**config.mk**
```make
export PLATFORM = sky130hd
export DESIGN_NAME = clkctl_smb_slave
export DESIGN_NICKNAME = d
export VERILOG_FILES = /design/src/rtl/clkctl_pkg.sv /design/src/rtl/smb_line_sync.sv /design/src/rtl/smb_reg_bank.sv /design/src/rtl/smb_idx_fsm.sv /design/src/rtl/clkctl_smb_slave.sv
export SDC_FILE = /design/constraint.sdc
export NUM_CORES = 1
export LEC_CHECK = 0
export BUFFER_PORTS_ARGS = -buffer_cell sky130_fd_sc_hd__buf_2
export CAP_MARGIN = 30
export CORE_UTILIZATION = 40
export CTS_CLUSTER_SIZE = 10
export DETAILED_ROUTE_END_ITERATION = 8
export GPL_TIMING_DRIVEN = 0
export PLACE_DENSITY_LB_ADDON = 0.2
export SLEW_MARGIN = 15
export SYNTH_ARGS = -nofsm -noshare
export SYNTH_HDL_FRONTEND = slang
export SYNTH_HIERARCHICAL = 1
export SYNTH_SLANG_ARGS = --single-unit
```
**constraint.sdc**
```tcl
create_clock -name clk -period 3.3 [get_ports clk]
set_input_delay 0.33 -clock clk [delete_from_list [all_inputs] [get_ports clk]]
set_output_delay 0.33 -clock clk [all_outputs]
set_load 0.03 [all_outputs]
```
**src/rtl/clkctl_pkg.sv**
```systemverilog
package clkctl_pkg;

   typedef enum logic [3:0] {
      ST_IDLE,
      ST_ADDR,
      ST_OFFS,
      ST_CNT,
      ST_WDATA,
      ST_ACK,
      ST_RDATA,
      ST_RACK
   } smb_state_e;

   localparam int BYTE_W = 8;

   // Power-up image of each control register
   function automatic logic [7:0] reset_val(input int idx);
      case (idx)
         0:       reset_val = 8'h1F;
         1:       reset_val = 8'hF6;
         2:       reset_val = 8'hFF;
         default: reset_val = 8'h00;
      endcase
   endfunction

endpackage

```
**src/rtl/smb_line_sync.sv**
```systemverilog
module smb_line_sync #(
   parameter int STAGES = 2
) (
   input  logic clk,
   input  logic rst_n,
   input  logic scl_in,
   input  logic sda_in,
   output logic sda_s,
   output logic scl_rise,
   output logic scl_fall,
   output logic start_det,
   output logic stop_det
);
   logic [STAGES-1:0] scl_pipe;
   logic [STAGES-1:0] sda_pipe;
   logic              scl_prev;
   logic              sda_prev;
   logic              scl_s;

   always_ff @(posedge clk or negedge rst_n) begin
      if (!rst_n) begin
         scl_pipe <= '1;
         sda_pipe <= '1;
         scl_prev <= 1'b1;
         sda_prev <= 1'b1;
      end else begin
         scl_pipe <= {scl_pipe[STAGES-2:0], scl_in};
         sda_pipe <= {sda_pipe[STAGES-2:0], sda_in};
         scl_prev <= scl_s;
         sda_prev <= sda_s;
      end
   end

   assign scl_s     = scl_pipe[STAGES-1];
   assign sda_s     = sda_pipe[STAGES-1];
   assign scl_rise  = scl_s & ~scl_prev;
   assign scl_fall  = ~scl_s & scl_prev;
   assign start_det = scl_s & scl_prev & sda_prev & ~sda_s;
   assign stop_det  = scl_s & scl_prev & ~sda_prev & sda_s;

endmodule

```
**src/rtl/smb_reg_bank.sv**
```systemverilog
module smb_reg_bank #(
   parameter int NUM_REGS = 8
) (
   input  logic                  clk,
   input  logic                  rst_n,
   input  logic                  wr_en,
   input  logic [7:0]            wr_addr,
   input  logic [7:0]            wr_data,
   input  logic [7:0]            rd_addr,
   output logic [7:0]            rd_data,
   output logic [NUM_REGS*8-1:0] regs_flat
);
   logic [7:0] regs [NUM_REGS];

   for (genvar g = 0; g < NUM_REGS; g++) begin : g_reg
      localparam logic [7:0] RST = clkctl_pkg::reset_val(g);
      always_ff @(posedge clk or negedge rst_n) begin
         if (!rst_n)
            regs[g] <= RST;
         else if (wr_en && wr_addr == 8'(g))
            regs[g] <= wr_data;
      end
      assign regs_flat[g*8 +: 8] = regs[g];
   end

   always_comb begin
      rd_data = 8'h00;
      for (int i = 0; i < NUM_REGS; i++)
         if (rd_addr == 8'(i)) rd_data = regs[i];
   end

   AST_OOR_WRITE_IGNORED: assert property (@(posedge clk) disable iff (!rst_n)
      (wr_en && 32'(wr_addr) >= NUM_REGS) |=> $stable(regs_flat));

endmodule

```
**src/rtl/smb_idx_fsm.sv**
```systemverilog
module smb_idx_fsm
   import clkctl_pkg::*;
#(
   parameter logic [6:0] DEV_ADDR = 7'b1101001
) (
   input  logic       clk,
   input  logic       rst_n,
   input  logic       sda_s,
   input  logic       scl_rise,
   input  logic       scl_fall,
   input  logic       start_det,
   input  logic       stop_det,
   input  logic [7:0] rd_data,
   output logic       sda_pull,
   output logic       wr_en,
   output logic [7:0] wr_addr,
   output logic [7:0] wr_data,
   output logic [7:0] ptr
);
   smb_state_e st, nxt_st;
   logic [3:0] bitcnt;
   logic [7:0] shreg;
   logic [7:0] remain;
   logic       rw;
   logic       mack;
   logic       byte_done;

   assign byte_done = scl_fall && (bitcnt == 4'd8);

   always_ff @(posedge clk or negedge rst_n) begin
      if (!rst_n) begin
         st       <= ST_IDLE;
         nxt_st   <= ST_IDLE;
         bitcnt   <= '0;
         shreg    <= '0;
         remain   <= '0;
         rw       <= 1'b0;
         mack     <= 1'b0;
         ptr      <= '0;
         sda_pull <= 1'b0;
         wr_en    <= 1'b0;
         wr_addr  <= '0;
         wr_data  <= '0;
      end else begin
         wr_en <= 1'b0;
         if (stop_det) begin
            st       <= ST_IDLE;
            sda_pull <= 1'b0;
         end else if (start_det) begin
            st       <= ST_ADDR;
            bitcnt   <= '0;
            sda_pull <= 1'b0;
         end else begin
            case (st)
               ST_ADDR, ST_OFFS, ST_CNT, ST_WDATA: begin
                  if (scl_rise && bitcnt != 4'd8) begin
                     shreg  <= {shreg[6:0], sda_s};
                     bitcnt <= bitcnt + 4'd1;
                  end else if (byte_done) begin
                     bitcnt <= '0;
                     case (st)
                        ST_ADDR: begin
                           if (shreg[7:1] == DEV_ADDR) begin
                              rw       <= shreg[0];
                              sda_pull <= 1'b1;
                              st       <= ST_ACK;
                              nxt_st   <= ST_OFFS;
                           end else begin
                              st <= ST_IDLE;
                           end
                        end
                        ST_OFFS: begin
                           ptr      <= shreg;
                           sda_pull <= 1'b1;
                           st       <= ST_ACK;
                           nxt_st   <= ST_CNT;
                        end
                        ST_CNT: begin
                           if (!rw && shreg == 8'h00) begin
                              st <= ST_IDLE;
                           end else begin
                              remain   <= shreg;
                              sda_pull <= 1'b1;
                              st       <= ST_ACK;
                              nxt_st   <= rw ? ST_RDATA : ST_WDATA;
                           end
                        end
                        default: begin
                           if (remain != 8'h00) begin
                              wr_en    <= 1'b1;
                              wr_addr  <= ptr;
                              wr_data  <= shreg;
                              ptr      <= ptr + 8'd1;
                              remain   <= remain - 8'd1;
                              sda_pull <= 1'b1;
                              st       <= ST_ACK;
                              nxt_st   <= ST_WDATA;
                           end else begin
                              st <= ST_IDLE;
                           end
                        end
                     endcase
                  end
               end
               ST_ACK: begin
                  if (scl_fall) begin
                     sda_pull <= 1'b0;
                     st       <= nxt_st;
                     if (nxt_st == ST_RDATA) begin
                        if (remain == 8'h00) begin
                           st <= ST_IDLE;
                        end else begin
                           shreg    <= rd_data;
                           sda_pull <= ~rd_data[7];
                        end
                     end
                  end
               end
               ST_RDATA: begin
                  if (scl_rise) begin
                     bitcnt <= bitcnt + 4'd1;
                  end else if (scl_fall) begin
                     if (bitcnt == 4'd8) begin
                        sda_pull <= 1'b0;
                        bitcnt   <= '0;
                        ptr      <= ptr + 8'd1;
                        remain   <= remain - 8'd1;
                        st       <= ST_RACK;
                     end else begin
                        shreg    <= {shreg[6:0], 1'b0};
                        sda_pull <= ~shreg[6];
                     end
                  end
               end
               ST_RACK: begin
                  if (scl_rise) begin
                     mack <= ~sda_s;
                  end else if (scl_fall) begin
                     if (mack && remain != 8'h00) begin
                        shreg    <= rd_data;
                        sda_pull <= ~rd_data[7];
                        st       <= ST_RDATA;
                     end else begin
                        st <= ST_IDLE;
                     end
                  end
               end
               default: ;
            endcase
         end
      end
   end

   AST_PULL_MOVES_SCL_LOW: assert property (@(posedge clk) disable iff (!rst_n)
      (sda_pull != $past(sda_pull)) |->
         ($past(scl_fall) || ($past(start_det || stop_det) && !sda_pull)));

   AST_STOP_RELEASES: assert property (@(posedge clk) disable iff (!rst_n)
      stop_det |=> (!sda_pull && st == ST_IDLE));

   AST_ADDR_MISMATCH_NACK: assert property (@(posedge clk) disable iff (!rst_n)
      (st == ST_ADDR && byte_done && shreg[7:1] != DEV_ADDR && !start_det && !stop_det)
         |=> !sda_pull);

   AST_ZERO_COUNT_NACK: assert property (@(posedge clk) disable iff (!rst_n)
      (st == ST_CNT && byte_done && !rw && shreg == 8'h00 && !start_det && !stop_det)
         |=> (!sda_pull && !wr_en));

   AST_WRITE_ACKED: assert property (@(posedge clk) disable iff (!rst_n)
      wr_en |-> sda_pull);

endmodule

```
**src/rtl/clkctl_smb_slave.sv**
```systemverilog
module clkctl_smb_slave #(
   parameter logic [6:0] DEV_ADDR    = 7'b1101001,
   parameter int         NUM_REGS    = 8,
   parameter int         SYNC_STAGES = 2
) (
   input  logic       clk,
   input  logic       rst_n,
   input  logic       scl_in,
   input  logic       sda_in,
   output logic       sda_pull,
   output logic [4:0] src_oe,
   output logic [3:0] cpu_oe,
   output logic [1:0] ref_oe,
   output logic       usb_oe,
   output logic [2:0] pcif_oe,
   output logic [3:0] pci_oe,
   output logic       spread_on,
   output logic       test_req
);
   localparam int FLAT_W = NUM_REGS * clkctl_pkg::BYTE_W;

   if (NUM_REGS < 7 || NUM_REGS > 256) begin : g_bad_regs
      $error("NUM_REGS must lie in 7..256");
   end
   if (SYNC_STAGES < 2) begin : g_bad_sync
      $error("SYNC_STAGES must be at least 2");
   end

   logic              sda_s, scl_rise, scl_fall, start_det, stop_det;
   logic              wr_en;
   logic [7:0]        wr_addr, wr_data, ptr, rd_data;
   logic [FLAT_W-1:0] regs_flat;

   smb_line_sync #(.STAGES(SYNC_STAGES)) u_sync (
      .clk(clk), .rst_n(rst_n), .scl_in(scl_in), .sda_in(sda_in),
      .sda_s(sda_s), .scl_rise(scl_rise), .scl_fall(scl_fall),
      .start_det(start_det), .stop_det(stop_det)
   );

   smb_idx_fsm #(.DEV_ADDR(DEV_ADDR)) u_fsm (
      .clk(clk), .rst_n(rst_n), .sda_s(sda_s), .scl_rise(scl_rise),
      .scl_fall(scl_fall), .start_det(start_det), .stop_det(stop_det),
      .rd_data(rd_data), .sda_pull(sda_pull), .wr_en(wr_en),
      .wr_addr(wr_addr), .wr_data(wr_data), .ptr(ptr)
   );

   smb_reg_bank #(.NUM_REGS(NUM_REGS)) u_regs (
      .clk(clk), .rst_n(rst_n), .wr_en(wr_en), .wr_addr(wr_addr),
      .wr_data(wr_data), .rd_addr(ptr), .rd_data(rd_data),
      .regs_flat(regs_flat)
   );

   // Field map: byte b, bit k is regs_flat[8*b+k]
   assign src_oe    = regs_flat[4:0];
   assign spread_on = regs_flat[8];
   assign cpu_oe    = {regs_flat[13], regs_flat[12], regs_flat[10], regs_flat[9]};
   assign ref_oe    = regs_flat[15:14];
   assign usb_oe    = regs_flat[16];
   assign pcif_oe   = regs_flat[19:17];
   assign pci_oe    = regs_flat[23:20];
   assign test_req  = regs_flat[54];

   logic unused_bits;
   assign unused_bits = ^{regs_flat[7:5], regs_flat[11], regs_flat[FLAT_W-1:55],
                          regs_flat[53:24]};

endmodule

```
* After elaboration in Yosys (flattened, before gate mapping)
Index checks and enable logic that the tools add are counted.
W data, S select, Z words.
** Storage, ports and cells
- Register bits after elaboration :: 126
- Input port bits :: 4
- Output and inout bits :: 22
** Cells by class
- $add $sub $neg :: 3
- Eq/ne operators :: 60
- Mux-type cells :: 91
- Bitwise gates (word level) :: 17
- Reduce and logical (&&, ||, !) cells :: 37
** Operator list (count)
- $mux W8 :: 31
- $mux W4 :: 21
- $eq A8 B3 Y1 const B :: 8
- $pmux W8 S2 :: 4
- $eq A8 B2 Y1 const B :: 4
- $logic_not A8 Y1 :: 4
- $pmux W8 S4 :: 1
- $ne A4 B3 Y1 const B :: 6
- $pmux W4 S3 :: 2
- $mux W1 :: 23
- $eq A4 B3 Y1 const B :: 5
- $ne A2 B1 Y1 const B :: 9
- $eq A8 B1 Y1 const B :: 2
- $ne A2 B2 Y1 const B :: 8
- $ne A4 B4 Y1 const B :: 4
- $pmux W4 S4 :: 1
- $reduce_and A7 Y1 :: 2
- $reduce_and A13 Y1 :: 1
- $logic_and A1 B1 Y1 :: 12
- $mux W3 :: 4
- $ne A4 B2 Y1 const B :: 3
- $reduce_and A12 Y1 :: 1
- $reduce_and A11 Y1 :: 1
- $not A1 Y1 :: 10
- other kinds (31) :: 41

* Depth between registers and ports, before layout
- Depth after elaboration :: 16
- Gate-level depth with buffers :: 9
- Depth with buffers taken out :: 7

* By module
Netlist, hierarchy kept.
** By module, submodules not included
- smb_reg_bank :: instances 1, cells an instance 242, area an instance 3279.4 um2, sequential area each 1625.3 um2
- smb_idx_fsm :: instances 1, cells an instance 322, area an instance 3266.9 um2, sequential area each 1351.3 um2
- smb_line_sync :: instances 1, cells an instance 10, area an instance 190.2 um2, sequential area each 157.7 um2

* Least setup slack after synthesis
No wires, ideal clock.
- Path kind :: register to register
- From :: register u_sync.sda_pipe[1]
- To :: register u_fsm.wr_addr[0]
- Library setup time :: 0.125 ns
- Arrival :: 2.162 ns
- Data required time :: 3.175 ns
- Setup slack :: 1.013 ns
- Stages on the path, launching flop included :: 9
- Path buffers :: 2
- Cell sequence :: dfstp_2 > and4b_1 > or2_4 > nor3_4 > and3_1 > and2_4 > buf_8 > buf_12 > mux2_4
** Between the ends
- Longest elaborated chain between the ends :: 4
- Elaborated cells on any way between the ends :: 6
- Classes of those cells :: 5 x bitwise; 1 x reduce/logical
** Ends and longest elaborated chain
- start, declared :: RTL line smb_line_sync.sv:15 : logic [STAGES-1:0] sda_pipe;
- start signal, assigned :: RTL line smb_line_sync.sv:28 : sda_pipe <= {sda_pipe[STAGES-2:0], sda_in};
- $not A1 Y1 :: RTL line smb_line_sync.sv:38 : assign start_det = scl_s & scl_prev & sda_prev & ~sda_s;
- $and A1 B1 Y1 :: RTL line smb_line_sync.sv:38
- named net start_det :: RTL line clkctl_smb_slave.sv:29 : logic sda_s, scl_rise, scl_fall, start_det, stop_det;
- $not A1 Y1 (no line)
- $reduce_and A7 Y1 (no line)
- end signal, assigned :: RTL line smb_idx_fsm.sv:91 : wr_addr <= ptr;
- end, declared :: RTL line smb_idx_fsm.sv:16 : output logic [7:0] wr_addr,
The timed path passes the listed nets, and every way through them passes these cells.
A chain may end at the register's enable or synchronous reset.

* Worst setup path after layout
- From :: register u_fsm.ptr[2]
- To :: register u_fsm.sda_pull
** Between the ends
- Longest elaborated chain between the ends :: 16
- Elaborated cells on any way between the ends :: 26
- Classes of those cells :: 7 x eq/ne; 17 x mux; 1 x bitwise; 1 x reduce/logical
** Ends and longest elaborated chain
- start, declared :: RTL line smb_idx_fsm.sv:18 : output logic [7:0] ptr
- start signal, assigned :: RTL line smb_idx_fsm.sv:73 : ptr <= shreg;
- start signal, assigned :: RTL line smb_idx_fsm.sv:93 : ptr <= ptr + 8'd1;
- start signal, assigned :: RTL line smb_idx_fsm.sv:126 : ptr <= ptr + 8'd1;
- $logic_not A8 Y1 :: RTL line smb_reg_bank.sv:29 : if (rd_addr == 8'(i)) rd_data = regs[i];
- $mux W8 (7 in a row) :: RTL line smb_reg_bank.sv:29
- $mux W8 (*) :: RTL line smb_reg_bank.sv:29
- named net rd_data[7] :: RTL line clkctl_smb_slave.sv:31 : logic [7:0] wr_addr, wr_data, ptr, rd_data;
- $not A1 Y1 (*) :: RTL line smb_idx_fsm.sv:114, smb_idx_fsm.sv:141
- $mux W1 (on tied branches) :: RTL line smb_idx_fsm.sv:139, smb_idx_fsm.sv:110
- $mux W1 (on tied branches) :: RTL line smb_idx_fsm.sv:138, smb_idx_fsm.sv:109
- $mux W1 (on tied branches) :: RTL line smb_idx_fsm.sv:136, smb_idx_fsm.sv:106
- $pmux W1 S4 (*) :: RTL line smb_idx_fsm.sv:54 : case (st)
- $mux W1 (*) :: RTL line smb_idx_fsm.sv:49 : end else if (start_det) begin
- $mux W1 (*) :: RTL line smb_idx_fsm.sv:46 : if (stop_det) begin
- end signal, assigned :: RTL line smb_idx_fsm.sv:114 : sda_pull <= ~rd_data[7];
- end signal, assigned :: RTL line smb_idx_fsm.sv:131 : sda_pull <= ~shreg[6];
- end signal, assigned :: RTL line smb_idx_fsm.sv:141 : sda_pull <= ~rd_data[7];
- end, declared :: RTL line smb_idx_fsm.sv:14 : output logic sda_pull,
The timed path passes the listed nets; every way through them passes the cells marked *. The select of a mux whose other input is x is not followed.

==> run metrics <==
worst reg2reg startpoint u_fsm/ptr[2]; #FFs+latches synth 124; Die Wd 132 um; YS warnings 6; number of placed instances, taps included 820; post-route insts no fill 855; async set or reset register ratio after synthesis 100%; Final Skew 9.31 ps; Avg Inst Size Synth 11.7 sq um; critical path class flip-flop to flip-flop; post-synthesis cell area 6740 sq um; Post-Syn Nets 582; Final min period 3040 ps; Pins Over Slew Limit 0; Pleak 0.00359 uW; gr usage total 20.8%; DRT iter0 DRCs 521; Post-route DRC 0; DR WL/cell 20.1 um; Critical Path Sink Type flip-flop; worst hold path type flip-flop to flip-flop; Worst EP arrival 3330 ps; Post-CTS Resized 0; PD cells 462 nW/um^2; most common cell after layout, fill and taps aside dfrtp_1; Synth Instances 574; HPWL after DPL 11,900 um; Synth cell types 80; deepest clock path buffer count 2; number of synthesized flops with an enable pin 0; reg2reg path depth 8; H-tree levels 4; Hold EP u_sync/scl_pipe[1]; share of cells above drive strength 1 35.4%; site row count 47; slew at the pin closest to its max-slew limit 830 ps; combinational share of power 3.8%; Root Buffer clkbuf_16; CTS Sinks 124; via count 5,004; die area 17,400 sq um; clock group share of total power 51.4%; Cell Int Power 2780 uW; Die Y 132 um; Peak VDD IR 0.358 mV; cts hold-fix bufs 3; # IOs 26; vias in the first global route 5,091; global-route wire length before repair 28,100 um; outcome completed; worst hold start u_sync/scl_pipe[0]; Worst R2R End u_fsm/sda_pull; clk_lat worst skew 420 ps; sw frac 22.8%; WP data required 3590 ps; First-pass DRT Iterations 6; Routed WL 17,200 um; Synth Flop Type dfrtp_1; R2R setup slack 260 ps; Synth-to-Final Area Change 15.6%; RSZ-0062 raised after global routing no; Flop pwr share 44.8%; I/O Buffers 25; Hold Path Depth 0; leading cell types in the layout, fill and taps excluded 99 x dfrtp_1, 86 x mux2_2, 33 x buf_2; CP startpoint kind flip-flop; nets 630; register area share after synthesis 46.5%; GR Overflow Total 0; final setup fails 0; final hold viol count 0; initial core utilization 40.8%; TNS Setup 0 ps; fmax 328 MHz; crit path max fanout 10; CTS tree yes; Psw 820 uW; core area 16,500 sq um; Final Cycle Share 92.3%; Max-Cap Viols 0; Setup Buffers After CTS 0; routed vias/inst 5.85; initial antenna violation count 0; CTS buffer count 17; Clock Pin Slew Worst Setup and Hold Paths 60 ps; routability cong. 0.904; Antenna diodes 0; remaining antenna violation count 0; Max-slew headroom 43.2%; largest net degree at the start of global routing 64
## stage by stage
| step | power [uW] | hold slack [ps] | instance area [sq um] | setup WS, ps | utilization (%) |
|---|---|---|---|---|---|
| floorplan | 1690 | 34.4 | 6740 | 1010 | - |
| global placement | 1760 | 346 | 7140 | 305 | 43.2 |
| detailed placement | 1780 | 347 | 7170 | 325 | 43.4 |
| CTS | 3640 | 359 | 7790 | 314 | 47.1 |
| global route | 3730 | 363 | 7790 | 64.4 | 47.1 |
| finish | 3600 | 363 | 7790 | 255 | 47.1 |
## registers in the layout, summed over array words and instances (netlist names), 2 cells and up
signal,cells
u_regs/regs_flat,64
u_fsm/ptr,8
u_fsm/remain,8
u_fsm/shreg,8
u_fsm/wr_addr,8
u_fsm/wr_data,8
u_fsm/bitcnt,4
u_fsm/nxt_st,3
u_fsm/st,3
u_sync/scl_pipe,2
u_sync/sda_pipe,2
## metal layers
metal	global-route usage [%]	up-vias	wire, um
met2	34.3	141	8500
met4	6.85	0	201
met5	0	-	0
met3	5.00	21	821
met1	26.8	2552	7620
li1	-	2290	-
## critical path, stage by stage, from the launching register on
cell and delay (ps):
dfrtp_1 450, clkbuf_1 300, clkbuf_1 520, mux2i_1 160
a211o_1 310, a211oi_1 570, o31ai_1 170, o21ai_0 300
mux2i_1 120
## power groups by stage
stage          combinational, uW  clock (uW)  sequential, uW
2_1_floorplan               78.3           0            1610
3_3_place_gp                 127           0            1640
3_5_place_dp                 135           0            1640
4_1_cts                      139        1890            1620
5_1_grt                      153        1960            1620
6_report                     136        1850            1610
## worst max path at each step
stage | startpoint | end | slack (ps) | cells past startpoint
floorplan | u_sync/sda_pipe[1] | u_fsm/wr_addr[0] | 1010 | 8
global placement | rst_n | u_fsm/ptr[7] | 310 | 1
detailed placement | u_fsm/ptr[1] | u_fsm/shreg[6] | 330 | 6
CTS | u_fsm/ptr[1] | u_fsm/shreg[6] | 310 | 6
global route | u_fsm/ptr[1] | u_fsm/shreg[6] | 60 | 6
finish | u_fsm/ptr[2] | u_fsm/sda_pull | 260 | 8
## synthesized netlist by cell type, drive strengths merged, types with 3 or more instances
| cell | instances | area (sq um) |
|---|---|---|
| mux2i | 11 | 110 |
| nor3b | 3 | 22.5 |
| nor4 | 4 | 40.0 |
| or2 | 4 | 27.5 |
| nor2b | 10 | 62.6 |
| a21o | 10 | 75.1 |
| a211oi | 10 | 80.1 |
| ha | 4 | 50.1 |
| a31oi | 5 | 31.3 |
| o31ai | 9 | 67.6 |
| a21oi | 32 | 160 |
| a22oi | 4 | 30.0 |
| inv | 12 | 45.0 |
| nand2 | 26 | 103 |
| buf | 16 | 129 |
| o21ai | 19 | 98.9 |
| o22ai | 13 | 81.3 |
| nor2 | 27 | 104 |
| and3 | 4 | 25.0 |
| o22a | 4 | 35.0 |
| nand4 | 7 | 56.3 |
| clkbuf | 14 | 52.6 |
| nand2b | 4 | 25.0 |
| nor3 | 15 | 91.3 |
| a222oi | 7 | 70.1 |
| a211o | 8 | 70.1 |
| nand3 | 13 | 90.1 |
| dfrtp | 99 | 2480 |
| or3 | 3 | 18.8 |
| dfstp | 25 | 657 |
| mux2 | 112 | 1330 |
| and4 | 3 | 26.3 |
## cell families (layout without fill, tap and decap cells)
group | Yosys count | count (layout) | share of synthesized area (%)
mux | 124 | 124 | 21.7
compound gates | 141 | 141 | 14.5
fa+ha+maj | 4 | 4 | 0.743
simple gates | 139 | 139 | 13.2
buf+inv | 42 | 103 | 3.36
flops | 124 | 124 | 46.5
## final cells by class
type | count | area [sq um]
multi-input cells | 408 | 3380
fillers | 1501 | 8730
clock inverters | 10 | 115
well taps | 220 | 275
inverters | 12 | 45.0
repair buffers | 29 | 189
plain buffers | 30 | 181
flip-flops and latches | 124 | 3130
clock buffers | 22 | 474
Note: power is estimated with default switching activity, not from simulation.
